## config.mk

```make
export PLATFORM = sky130hd
export DESIGN_NAME = tmr_capcmp_chan
export DESIGN_NICKNAME = d
export VERILOG_FILES = /design/src/rtl/capcmp_pkg.sv /design/src/rtl/trig_edge_det.sv /design/src/rtl/capcmp_match.sv /design/src/rtl/capcmp_rdhold.sv /design/src/rtl/tmr_capcmp_chan.sv
export SDC_FILE = /design/constraint.sdc
export NUM_CORES = 1
export LEC_CHECK = 0
export ABC_AREA = 1
export CORE_MARGIN = 5
export CORE_UTILIZATION = 67
export DETAILED_ROUTE_END_ITERATION = 16
export DONT_BUFFER_PORTS = 1
export GPL_TIMING_DRIVEN = 0
export PLACE_DENSITY = 0.85
export SLEW_MARGIN = 25
export SYNTH_ARGS = -nofsm -noshare
export SYNTH_HDL_FRONTEND = slang
export SYNTH_SLANG_ARGS = --single-unit
```

## constraint.sdc

```tcl
create_clock -name clk -period 2.2 [get_ports clk]
set_input_delay 0.11 -clock clk [delete_from_list [all_inputs] [get_ports clk]]
set_output_delay 0.11 -clock clk [all_outputs]
set_load 0.02 [all_outputs]
```

## src/rtl/capcmp_pkg.sv

```systemverilog
package capcmp_pkg;
  localparam int ADDR_W = 1;
  localparam logic [ADDR_W-1:0] ADDR_VAL = 1'b0;
  localparam logic [ADDR_W-1:0] ADDR_CTL = 1'b1;

  typedef enum logic [1:0] {
    EDGE_NONE = 2'b00,
    EDGE_RISE = 2'b01,
    EDGE_FALL = 2'b10,
    EDGE_BOTH = 2'b11
  } edge_sel_e;

  localparam int MODE_BIT = 0;
endpackage

```

## src/rtl/trig_edge_det.sv

```systemverilog
module trig_edge_det #(
  parameter int SYNC_STAGES = 2
) (
  input  logic       clk,
  input  logic       rst_n,
  input  logic       pin_i,
  input  logic [1:0] sel_i,
  output logic       hit_o
);
  import capcmp_pkg::*;

  logic [SYNC_STAGES-1:0] sync_q, sync_d;
  logic                   prev_q, prev_d;
  logic                   lvl;
  logic                   rise, fall;
  edge_sel_e              sel;

  assign lvl = sync_q[SYNC_STAGES-1];

  generate
    if (SYNC_STAGES == 1) begin : g_one
      always_comb sync_d = pin_i;
    end else begin : g_many
      always_comb sync_d = {sync_q[SYNC_STAGES-2:0], pin_i};
    end
  endgenerate

  always_comb begin
    prev_d = lvl;
    sel    = edge_sel_e'(sel_i);
    rise   = lvl & ~prev_q;
    fall   = ~lvl & prev_q;
    unique case (sel)
      EDGE_RISE: hit_o = rise;
      EDGE_FALL: hit_o = fall;
      EDGE_BOTH: hit_o = rise | fall;
      default:   hit_o = 1'b0;
    endcase
  end

  always_ff @(posedge clk or negedge rst_n) begin
    if (!rst_n) begin
      sync_q <= '0;
      prev_q <= 1'b0;
    end else begin
      sync_q <= sync_d;
      prev_q <= prev_d;
    end
  end
endmodule

```

## src/rtl/capcmp_match.sv

```systemverilog
module capcmp_match #(
  parameter int W = 16
) (
  input  logic         clk,
  input  logic         rst_n,
  input  logic         active_i,
  input  logic [W-1:0] ref_i,
  input  logic [W-1:0] cnt_i,
  output logic         irq_o
);
  logic eq;
  logic eq_q, eq_d;
  logic irq_q, irq_d;

  always_comb begin
    eq    = active_i && (ref_i == cnt_i);
    eq_d  = eq;
    irq_d = eq && !eq_q;
  end

  always_ff @(posedge clk or negedge rst_n) begin
    if (!rst_n) begin
      eq_q  <= 1'b0;
      irq_q <= 1'b0;
    end else begin
      eq_q  <= eq_d;
      irq_q <= irq_d;
    end
  end

  assign irq_o = irq_q;
endmodule

```

## src/rtl/capcmp_rdhold.sv

```systemverilog
module capcmp_rdhold #(
  parameter int W  = 16,
  parameter int AW = 1
) (
  input  logic          clk,
  input  logic          rst_n,
  input  logic          rd_req_i,
  input  logic [AW-1:0] rd_addr_i,
  input  logic [W-1:0]  live_i,
  output logic [W-1:0]  rd_data_o,
  output logic          rd_valid_o
);
  logic [W-1:0]  hold_q, hold_d;
  logic [AW-1:0] last_q, last_d;
  logic          seen_q, seen_d;
  logic          vld_q, vld_d;
  logic          refresh;

  always_comb begin
    refresh = rd_req_i && (!seen_q || (rd_addr_i != last_q));
    hold_d  = hold_q;
    last_d  = last_q;
    seen_d  = seen_q;
    vld_d   = rd_req_i;
    if (refresh) begin
      hold_d = live_i;
      last_d = rd_addr_i;
      seen_d = 1'b1;
    end
  end

  always_ff @(posedge clk or negedge rst_n) begin
    if (!rst_n) begin
      hold_q <= '0;
      last_q <= '0;
      seen_q <= 1'b0;
      vld_q  <= 1'b0;
    end else begin
      vld_q <= vld_d;
      if (refresh) begin
        hold_q <= hold_d;
        last_q <= last_d;
        seen_q <= seen_d;
      end
    end
  end

  assign rd_data_o  = hold_q;
  assign rd_valid_o = vld_q;
endmodule

```

## src/rtl/tmr_capcmp_chan.sv

```systemverilog
module tmr_capcmp_chan #(
  parameter int DATA_W      = 16,
  parameter int SYNC_STAGES = 2,
  parameter int RST_STAGES  = 2
) (
  input  logic                           clk,
  input  logic                           rst_n,
  input  logic                           bus_req,
  input  logic                           bus_wr,
  input  logic [capcmp_pkg::ADDR_W-1:0]  bus_addr,
  input  logic [DATA_W-1:0]              bus_wdata,
  output logic [DATA_W-1:0]              bus_rdata,
  output logic                           bus_rvalid,
  input  logic [DATA_W-1:0]              tmr_count,
  input  logic                           tmr_run,
  input  logic                           trig_pin,
  input  logic [1:0]                     trig_sel,
  output logic                           cap_irq,
  output logic                           cmp_irq
);
  import capcmp_pkg::*;

  localparam int PAD_W = DATA_W - 1;

  // reset: asserted asynchronously, released on the clock
  logic [RST_STAGES-1:0] rst_sync_q;
  logic                  rst_int_n;

  always_ff @(posedge clk or negedge rst_n) begin
    if (!rst_n) rst_sync_q <= '0;
    else        rst_sync_q <= {rst_sync_q[RST_STAGES-2:0], 1'b1};
  end
  assign rst_int_n = rst_sync_q[RST_STAGES-1];

  logic              mode_q, mode_d, mode_en;
  logic [DATA_W-1:0] val_q, val_d;
  logic              val_en;
  logic              cap_q, cap_d;
  logic              trig_hit;
  logic              cap_fire;
  logic              wr_val_ok;
  logic              rd_req;
  logic [DATA_W-1:0] live_word;
  logic [DATA_W-1:0] ctl_word;

  trig_edge_det #(.SYNC_STAGES(SYNC_STAGES)) u_edge (
    .clk   (clk),
    .rst_n (rst_int_n),
    .pin_i (trig_pin),
    .sel_i (trig_sel),
    .hit_o (trig_hit)
  );

  capcmp_match #(.W(DATA_W)) u_match (
    .clk      (clk),
    .rst_n    (rst_int_n),
    .active_i (mode_q),
    .ref_i    (val_q),
    .cnt_i    (tmr_count),
    .irq_o    (cmp_irq)
  );

  always_comb begin
    cap_fire  = !mode_q && tmr_run && trig_hit;
    wr_val_ok = bus_req && bus_wr && (bus_addr == ADDR_VAL) && mode_q && !tmr_run;
    mode_en   = bus_req && bus_wr && (bus_addr == ADDR_CTL);
    mode_d    = bus_wdata[MODE_BIT];
    val_en    = cap_fire || wr_val_ok;
    val_d     = cap_fire ? tmr_count : bus_wdata;
    cap_d     = cap_fire;
    rd_req    = bus_req && !bus_wr;
    ctl_word  = {{PAD_W{1'b0}}, mode_q};
    live_word = (bus_addr == ADDR_VAL) ? val_q : ctl_word;
  end

  always_ff @(posedge clk or negedge rst_int_n) begin
    if (!rst_int_n) begin
      mode_q <= 1'b0;
      val_q  <= '0;
      cap_q  <= 1'b0;
    end else begin
      cap_q <= cap_d;
      if (mode_en) mode_q <= mode_d;
      if (val_en)  val_q  <= val_d;
    end
  end

  assign cap_irq = cap_q;

  capcmp_rdhold #(.W(DATA_W), .AW(ADDR_W)) u_rdhold (
    .clk        (clk),
    .rst_n      (rst_int_n),
    .rd_req_i   (rd_req),
    .rd_addr_i  (bus_addr),
    .live_i     (live_word),
    .rd_data_o  (bus_rdata),
    .rd_valid_o (bus_rvalid)
  );
endmodule

```

## Word-level counts from Yosys, hierarchy flattened

Cells that the tools add are included.

| word-level totals | value |
|---|---|
| register bits after elaboration | 44 |
| latch bits | 0 |
| RAM bits | 0 |
| ROM bits | 0 |
| bits of input ports | 41 |
| output and inout port bits | 19 |
| logic and storage cells | 44 |
| memories | 0 |

| operators by class | value |
|---|---|
| add/sub/neg operators | 0 |
| $mul | 0 |
| div/mod/pow operators | 0 |
| order comparisons | 0 |
| equal/unequal tests | 5 |
| shifts and indexed selects | 0 |
| multiplexer cells | 3 |
| bitwise gates (word level) | 6 |
| reductions and logical operators | 18 |

Operator list:

| cell | number |
|---|---|
| 16-bit 2-to-1 mux | 2 |
| 16-bit equality test | 1 |
| 1-bit logical AND | 11 |
| 1-bit logical NOT | 5 |
| 2-bit equality test, second input constant | 2 |
| 1-bit NOT | 3 |
| 1-bit case mux with 3 select lines | 1 |
| 1-bit AND | 2 |
| 2-bit by 1-bit equality test with 1-bit output, second input constant | 1 |
| 1-bit logical OR | 2 |
| 1-bit != test | 1 |
| 1-bit bitwise OR | 1 |

## Logic depth before layout (Yosys ltp)

Gate-level depths: netlist of run 1.

| depth | value |
|---|---|
| word-level depth | 6 |
| depth in mapped cells | 9 |
| mapped depth without buffers | 8 |

## Modules after synthesis

From an unflattened synthesis of run 1, not the netlist that was laid out.

| second synthesis, totals | value |
|---|---|
| cells, all modules | 352 |
| area, all modules | 2526.2 um^2 |

Modules (own cells, without submodules):

| module | instances | cells each | area each (um^2) | seq. area each (um^2) |
|---|---|---|---|---|
| tmr_capcmp_chan | 1 | 176 | 1239.9 | 500.5 |
| capcmp_rdhold | 1 | 81 | 764.5 | 475.5 |
| capcmp_match | 1 | 81 | 382.9 | 50.0 |
| trig_edge_det | 1 | 14 | 138.9 | 75.1 |

## Worst setup path before layout of run 1

No wires, ideal clock.

| timing | value |
|---|---|
| path type | register -> register |
| start point | register u_edge.prev_q |
| end point | register val_q[13] |
| setup time | 0.128 ns |
| arrival | 1.195 ns |
| required time | 2.072 ns |
| slack | 0.878 ns |
| cell stages (with the launch flop) | 8 |
| buffers on the path | 1 |
| period minus slack after synthesis | 1.322 ns |
| cell sequence | dfrtp_1 inv_1 ha_1 nand3_1 nand3_1 nand2_2 buf_6 o211ai_2 |

| on the way | value |
|---|---|
| longest elaborated chain between the ends | 6 |
| elaborated cells between the ends (all ways) | 8 |
| those cells by class | mux (2); bitwise (4); reduce/logical (2) |

Ends and longest elaborated chain:

| item | line | source |
|---|---|---|
| start, declared | trig_edge_det.sv:13 | `logic prev_q, prev_d;` |
| start signal, assigned | trig_edge_det.sv:47 | `prev_q <= prev_d;` |
| 1-bit NOT | trig_edge_det.sv:31 | `rise = lvl & ~prev_q;` |
| 1-bit AND | trig_edge_det.sv:31 |  |
| 1-bit bitwise OR | trig_edge_det.sv:36 | `EDGE_BOTH: hit_o = rise \| fall;` |
| 1-bit case mux with 3 select lines * | trig_edge_det.sv:33 | `unique case (sel)` |
| 1-bit logical AND * | tmr_capcmp_chan.sv:64 | `cap_fire = !mode_q && tmr_run && trig_hit;` |
| 16-bit 2-to-1 mux or 1-bit logical OR (tied branches) | tmr_capcmp_chan.sv:69, tmr_capcmp_chan.sv:68 |  |
| end signal, assigned | tmr_capcmp_chan.sv:84 | `if (val_en) val_q <= val_d;` |
| end, declared | tmr_capcmp_chan.sv:36 | `logic [DATA_W-1:0] val_q, val_d;` |

Mark *: on every way between the ends. The rest lies on a longest branch, timed or not.
A chain may end at the register's enable or synchronous reset.

## Final worst setup path of run 1

| timing | value |
|---|---|
| start point | register u_edge.prev_q |
| end point | register val_q[10] |

The elaborated chain is that of the path after synthesis.

==> impl_metrics.yaml, run 1 <==
run_status:
  outcome: "completed"
floorplanning:
  chipWidth_microns: 66.8
  core_sq_um: 3080
  start_util_pct: 70.2
  die_y_microns: 66.8
  die_area_sq_um: 4460
  row_count: 20
  io_pins: 60
sta:
  finalHoldViolCount: 0
  period_needed_ps: 2090
  fin_crit_sh_pct: 95.2
  setup_ws_ps: 105
  maxSlewViolCount: 0
  clock_skew_ps: 6.38
  final-setup-viol-count: 0
  fmax_mhz: 477
detailed_routing:
  first_pass_iters: 4
  avgViaCountPerCell: 5.26
  ant_nets: 0
  vias: 1810
  wl_per_cell_microns: 15.4
  drc_errors: 0
  routed_wirelength_mm: 5.31
  drt_iter0_drc: 134
layout:
  syn2layout_area_growth_pct: 25.1
  layout_common_cells: "nand2_1 (93), dfrtp_1 (43), dlygate4sd3_1 (39), inv_1 (33), nor2_1 (14)"
  antenna_cells: 0
  drive_gt1_share_pct: 16.3
  fin_nets: 342
  mostFrequentLayoutCell: "nand2_1"
  finish.instance_area_sq_um: 2700
yosys:
  synth.top_cell.area_share_pct: 51.0
  yosysUniqueCellTypes: 29
  synth-compound-area-share_pct: 15.0
  syn_area_sq_um: 2160
  ys_warn_count: 0
  ys_ff_latch: 44
  synth_top_area_cell: "dfrtp_1"
  synth-simple-area-share_pct: 22.6
  yosysSeqAreaShare_pct: 51.0
  synthCells: 250
  yosys.area_share.adder_pct: 1.16
  synth_top_family_by_area: "simple AND/OR/NAND/NOR gates"
  synth.area.top_cells: "dfrtp_1 (51%), nand2_1 (16%), o211ai_2 (5.8%), inv_1 (5.7%), o21ai_2 (4.1%)"
  syn-num-nets: 293
  avgSynthCellArea_sq_um: 8.64
  synth-xor-area-share_pct: 0.811
  synthMuxAreaShare_pct: 0
global_route:
  antenna_found_initial: 0
  first_global_vias: 1951
  overflow: 0
  grt_start_max_net_pins: 32
  grt_pass1_wl_mm: 8.76
  grt_usage_pct: 27.1
worst_setup_path:
  worstSetupEndpointType: "register"
  crit_chain: "inv_1 -> ha_1 -> nand3_1 -> nand3_1 -> nand2_2 -> buf_6 -> o211ai_2 -> dlygate4sd3_1"
  worstSetupStartpointType: "register"
  cpMaxStageDelayCell: "dlygate4sd3_1"
  worst_ep_arrival_time_ps: 2330
  critPathKind: "register to register"
  worstPathRequired_ps: 2430
  crit_top_cell: "nand3_1"
  crit_fanout: 10
  cpPeakStageDelay_ps: 570
run:
  cap_viol_max_count: 0
clocking:
  root_buffer: "clkbuf_4"
  cts_buffers: 5
  clock-sinks: 44
  worst_skew_pair.late_latency_ps: 350
  clk_pin_slew_ps: 120
  cts_tree: "done"
  ctsResizeCount: 0
  cts_buffer_depth: 2
  htree_levels: 2
placed_design:
  dpl_cell_area_sq_um: 2240
  place_hpwl_mm: 3.30
  io_buffers: 0
  place_congestion: 0.760
  post-place-ws_ps: 733
pwr:
  ir_drop_v: 0.000580
  seqPwrFrac_pct: 53.3
  p_int_uw: 1470
  p_sw_share_pct: 35.0
  p_per_area_nw_per_um2: 835
  power.share.combinational_pct: 29.2
  leakage_uw: 0.00139
  switchingPower_uw: 792
  clock_power_share_pct: 17.5
min_path:
  hold_path_class: "input pin to register"
area by class of cell:
| cell class | count | area (sq um) |
|---|---|---|
| Sequential cell | 44 | 1100 |
| Multi-Input combinational cell | 162 | 860 |
| Timing Repair Buffer | 42 | 425 |
| Fill cell | 161 | 374 |
| Inverter | 39 | 149 |
| Tap cell | 44 | 55.1 |
| Clock buffer | 6 | 51.3 |
| Buffer | 5 | 51.3 |
| Clock inverter | 2 | 10.0 |
metrics by stage:
step | setup TNS (ps) | utilization (%) | std cells | total power, uW | hold WS, ps
global placement | 0 | 72.0 | 294 | 1660 | -186
floorplan | 0 | - | 250 | 1580 | -186
detailed placement | 0 | 72.7 | 295 | 1690 | -186
global route | -2.75 | 87.8 | 344 | 2400 | 67.7
CTS | 0 | 87.4 | 342 | 2240 | 25.3
finish | 0 | 87.8 | 344 | 2260 | 61.2
synthesized netlist by cell type (all sizes together):
master and number:
nand2 97, dfrtp 44, inv 38, o21ai 18, o211ai 17, nor2 15
buf 5, nand3 5, ha 2, xor2 2, a21o 1, a21oi 1
a31oi 1, clkinv 1, conb 1, nor3 1, or2 1
path summary, 6_finish.rpt:
check / from / endpoint / slack (ps) / cells past startpoint
max: u_edge.prev_q / val_q[10] / 110 / 8
min: bus_req / u_rdhold.last_q / 60 / 4
max reg2reg: u_edge.prev_q / val_q[10] / 110 / 8
min reg2reg: rst_sync_q[1] / u_rdhold.rd_data_o[1] / 150 / 0
max in group asynchronous: rst_n / rst_sync_q[1] / 1560 / 2
min in group asynchronous: rst_sync_q[1] / u_rdhold.rd_data_o[1] / 150 / 0
worst max-delay path, delay by kind of cell (launching register included):
family / cells / cell delay (ps)
AND/OR/NAND/NOR: 3 / 400
AO/OA/AOI/OAI: 1 / 80
buffers and inverters: 3 / 830
adder cells (fa/ha/maj): 1 / 290
flip-flops: 1 / 380
state kept, by name (all words and copies together), names as in the netlist, 2 cells and up:
name and count:
rst_sync_q 2, u_edge.sync_q 2, u_rdhold.rd_data_o 16, val_q 16
power groups by stage:
stage | Clock [uW] | Sequential (uW) | Combinational [uW]
2_1_floorplan | 0 | 1190 | 386
3_3_place_gp | 0 | 1220 | 442
3_5_place_dp | 0 | 1210 | 475
4_1_cts | 405 | 1200 | 634
5_1_grt | 444 | 1220 | 736
6_report | 396 | 1200 | 660
cell families after synthesis:
| logic type | Yosys count |
|---|---|
| xor gates and xnor gates | 2 |
| adders and majority gates | 2 |
| and+or+nand+nor | 119 |
| buffers and inverters | 44 |
| other | 1 |
| AOI/OAI and AO/OA | 38 |
| DFF | 44 |
layer usage:
metal | vias to the layer above | GRT usage, % | wire, microns
met5 | - | 0 | 0
met4 | 0 | 13.7 | 138
met3 | 16 | 6.75 | 367
met2 | 68 | 43.3 | 2670
met1 | 856 | 34.0 | 2140
li1 | 870 | - | -
what timing repair did:
| action | in CTS | in global routing |
|---|---|---|
| buffers inserted | 0 | 2 |
| setup endpoints to repair | 0 | 1 |
| hold buffers | 39 | 0 |
| hold endpoints to repair | 23 | 0 |
Power figures use the tool's default switching activity.
==> run 2: changes to the inputs <==
--- a/config.mk
+++ b/config.mk
@@ -6,12 +6,10 @@
 export NUM_CORES = 1
 export LEC_CHECK = 0
 export ABC_AREA = 1
-export CORE_MARGIN = 5
 export CORE_UTILIZATION = 67
 export DETAILED_ROUTE_END_ITERATION = 16
 export DONT_BUFFER_PORTS = 1
-export GPL_TIMING_DRIVEN = 0
-export PLACE_DENSITY = 0.85
+export PLACE_DENSITY = 0.83
 export SLEW_MARGIN = 25
 export SYNTH_ARGS = -nofsm -noshare
 export SYNTH_HDL_FRONTEND = slang
==> impl_metrics.yaml, run 2 (same netlist as run 1, synthesis figures left out) <==
run_status:
  outcome: "completed"
pwr:
  p_per_area_nw_per_um2: 857
  leakage_uw: 0.00133
  ir_drop_v: 0.000537
sta:
  finalHoldViolCount: 0
  rsz0062_at_grt: "no"
  period_needed_ps: 2030
  max_slew_margin_pct: 42.0
  maxSlewViolCount: 0
  worst_slew_pin_slew_ps: 870
  fin_crit_sh_pct: 92.5
  final-setup-viol-count: 0
  finalSetupTns_ps: 0
  clock_skew_ps: 7.51
  fmax_mhz: 492
worst_setup_path:
  critPathKind: "register to register"
  r2r_start: "u_edge.prev_q"
  worstPathRequired_ps: 2440
  worstSetupStartpointType: "register"
  r2r_slack_ps: 170
  crit_fanout: 16
  worstSetupEndpointType: "register"
  timing.rr.end: "val_q[4]"
  worst_ep_arrival_time_ps: 2270
  crit_path_start: "u_edge.prev_q"
  cp-endpoint: "val_q[4]"
  reg2reg_depth: 7
floorplanning:
  core_sq_um: 3050
  start_util_pct: 70.8
  io_pins: 60
  die_y_microns: 58.8
  chipWidth_microns: 58.8
  row_count: 20
  die_area_sq_um: 3460
placed_design:
  io_buffers: 0
  place_hpwl_mm: 2.83
  place_congestion: 0.771
  dp_cells: 289
  dpl_cell_area_sq_um: 2170
run:
  cap_viol_max_count: 0
detailed_routing:
  drc_errors: 0
  routed_wirelength_mm: 4.79
  drt_iter0_drc: 64
  avgViaCountPerCell: 5.33
  ant_nets: 0
  vias: 1787
  wl_per_cell_microns: 14.3
  first_pass_iters: 4
layout:
  drive_gt1_share_pct: 13.7
  syn2layout_area_growth_pct: 21.7
  antenna_cells: 0
  finish.instance_area_sq_um: 2630
  layout_common_cells: "nand2_1 (93), dfrtp_1 (43), dlygate4sd3_1 (39), inv_1 (33), nor2_1 (14)"
  fin_util_pct: 86.1
  mostFrequentLayoutCell: "nand2_1"
  fin_cells: 335
  nFillCells: 172
  fin_nets: 334
global_route:
  grt_pass1_wl_mm: 7.71
  grt_usage_pct: 30.7
  first_global_vias: 1711
  antenna_found_initial: 0
  grt_start_max_net_pins: 43
  overflow: 0
clocking:
  cts_tree: "done"
  root_buffer: "clkbuf_4"
  htree_levels: 2
  cts_buffer_depth: 2
  clk_pin_slew_ps: 120
  cts_setup_buffers: 0
  worst_skew_pair.late_latency_ps: 350
  clock-sinks: 44
  cts_buffers: 5
min_path:
  hold_path_class: "input pin to register"
run 2: final cells by class:
class,instances,area (sq um),area share [%]
Clock buffer,7,65.1,2.48
Tap cell,44,55.1,2.09
Multi-Input combinational cell,162,865,32.9
Inverter,39,151,5.76
Sequential cell,44,1100,41.9
Timing Repair Buffer,39,390,14.9
run 2: routing by layer:
| layer | vias to the layer above | part of all wire, % | global-route usage, % |
|---|---|---|---|
| met5 | - | 0 | 0 |
| met4 | 0 | 1.4 | 9.52 |
| met3 | 9 | 7.7 | 9.89 |
| met2 | 68 | 51 | 50.3 |
| met1 | 858 | 40 | 38.9 |
| li1 | 852 | - | - |
run 2: worst max-delay path: stages, from the launching register on:
cell,delay [ps]
dfrtp_1,370
inv_1,50
ha_1,280
nand3_1,80
nand3_1,180
nand2_4,270
o211ai_1,120
dlygate4sd3_1,570
run 2: power by group:
| part | leakage [uW] | switching (uW) | internal [uW] |
|---|---|---|---|
| Clock | 0.0000374 | 244 | 181 |
| Sequential | 0.000547 | 227 | 983 |
| Combinational | 0.000750 | 298 | 319 |
run 2: how the worst min path moves through the flow:
stage / from / end / slack, ps / depth (start not counted)
after detailed placement: rst_n / rst_sync_q[1] / -190 / 0
final: bus_wr / mode_q / 40 / 4
after global routing: bus_req / u_rdhold.last_q / 50 / 4
after CTS: bus_wr / mode_q / 30 / 4
after floorplan: rst_n / rst_sync_q[0] / -190 / 0
after global placement: rst_n / rst_sync_q[0] / -190 / 0
run 2: per-stage QoR:
| step | worst slack, ps | hold slack, ps | total power, uW |
|---|---|---|---|
| global placement | 730 | -186 | 1640 |
| CTS | 123 | 31.2 | 2240 |
| global route | 45.8 | 53.1 | 2390 |
| floorplan | 878 | -186 | 1580 |
| detailed placement | 669 | -186 | 1660 |
| finish | 166 | 36.4 | 2250 |
run 2: what timing repair did:
action                                  CTS  global route
hold buffers                             39             0
endpoints found under the setup margin    0             6
endpoints found under the hold margin    23             0
resized for setup                         0             2
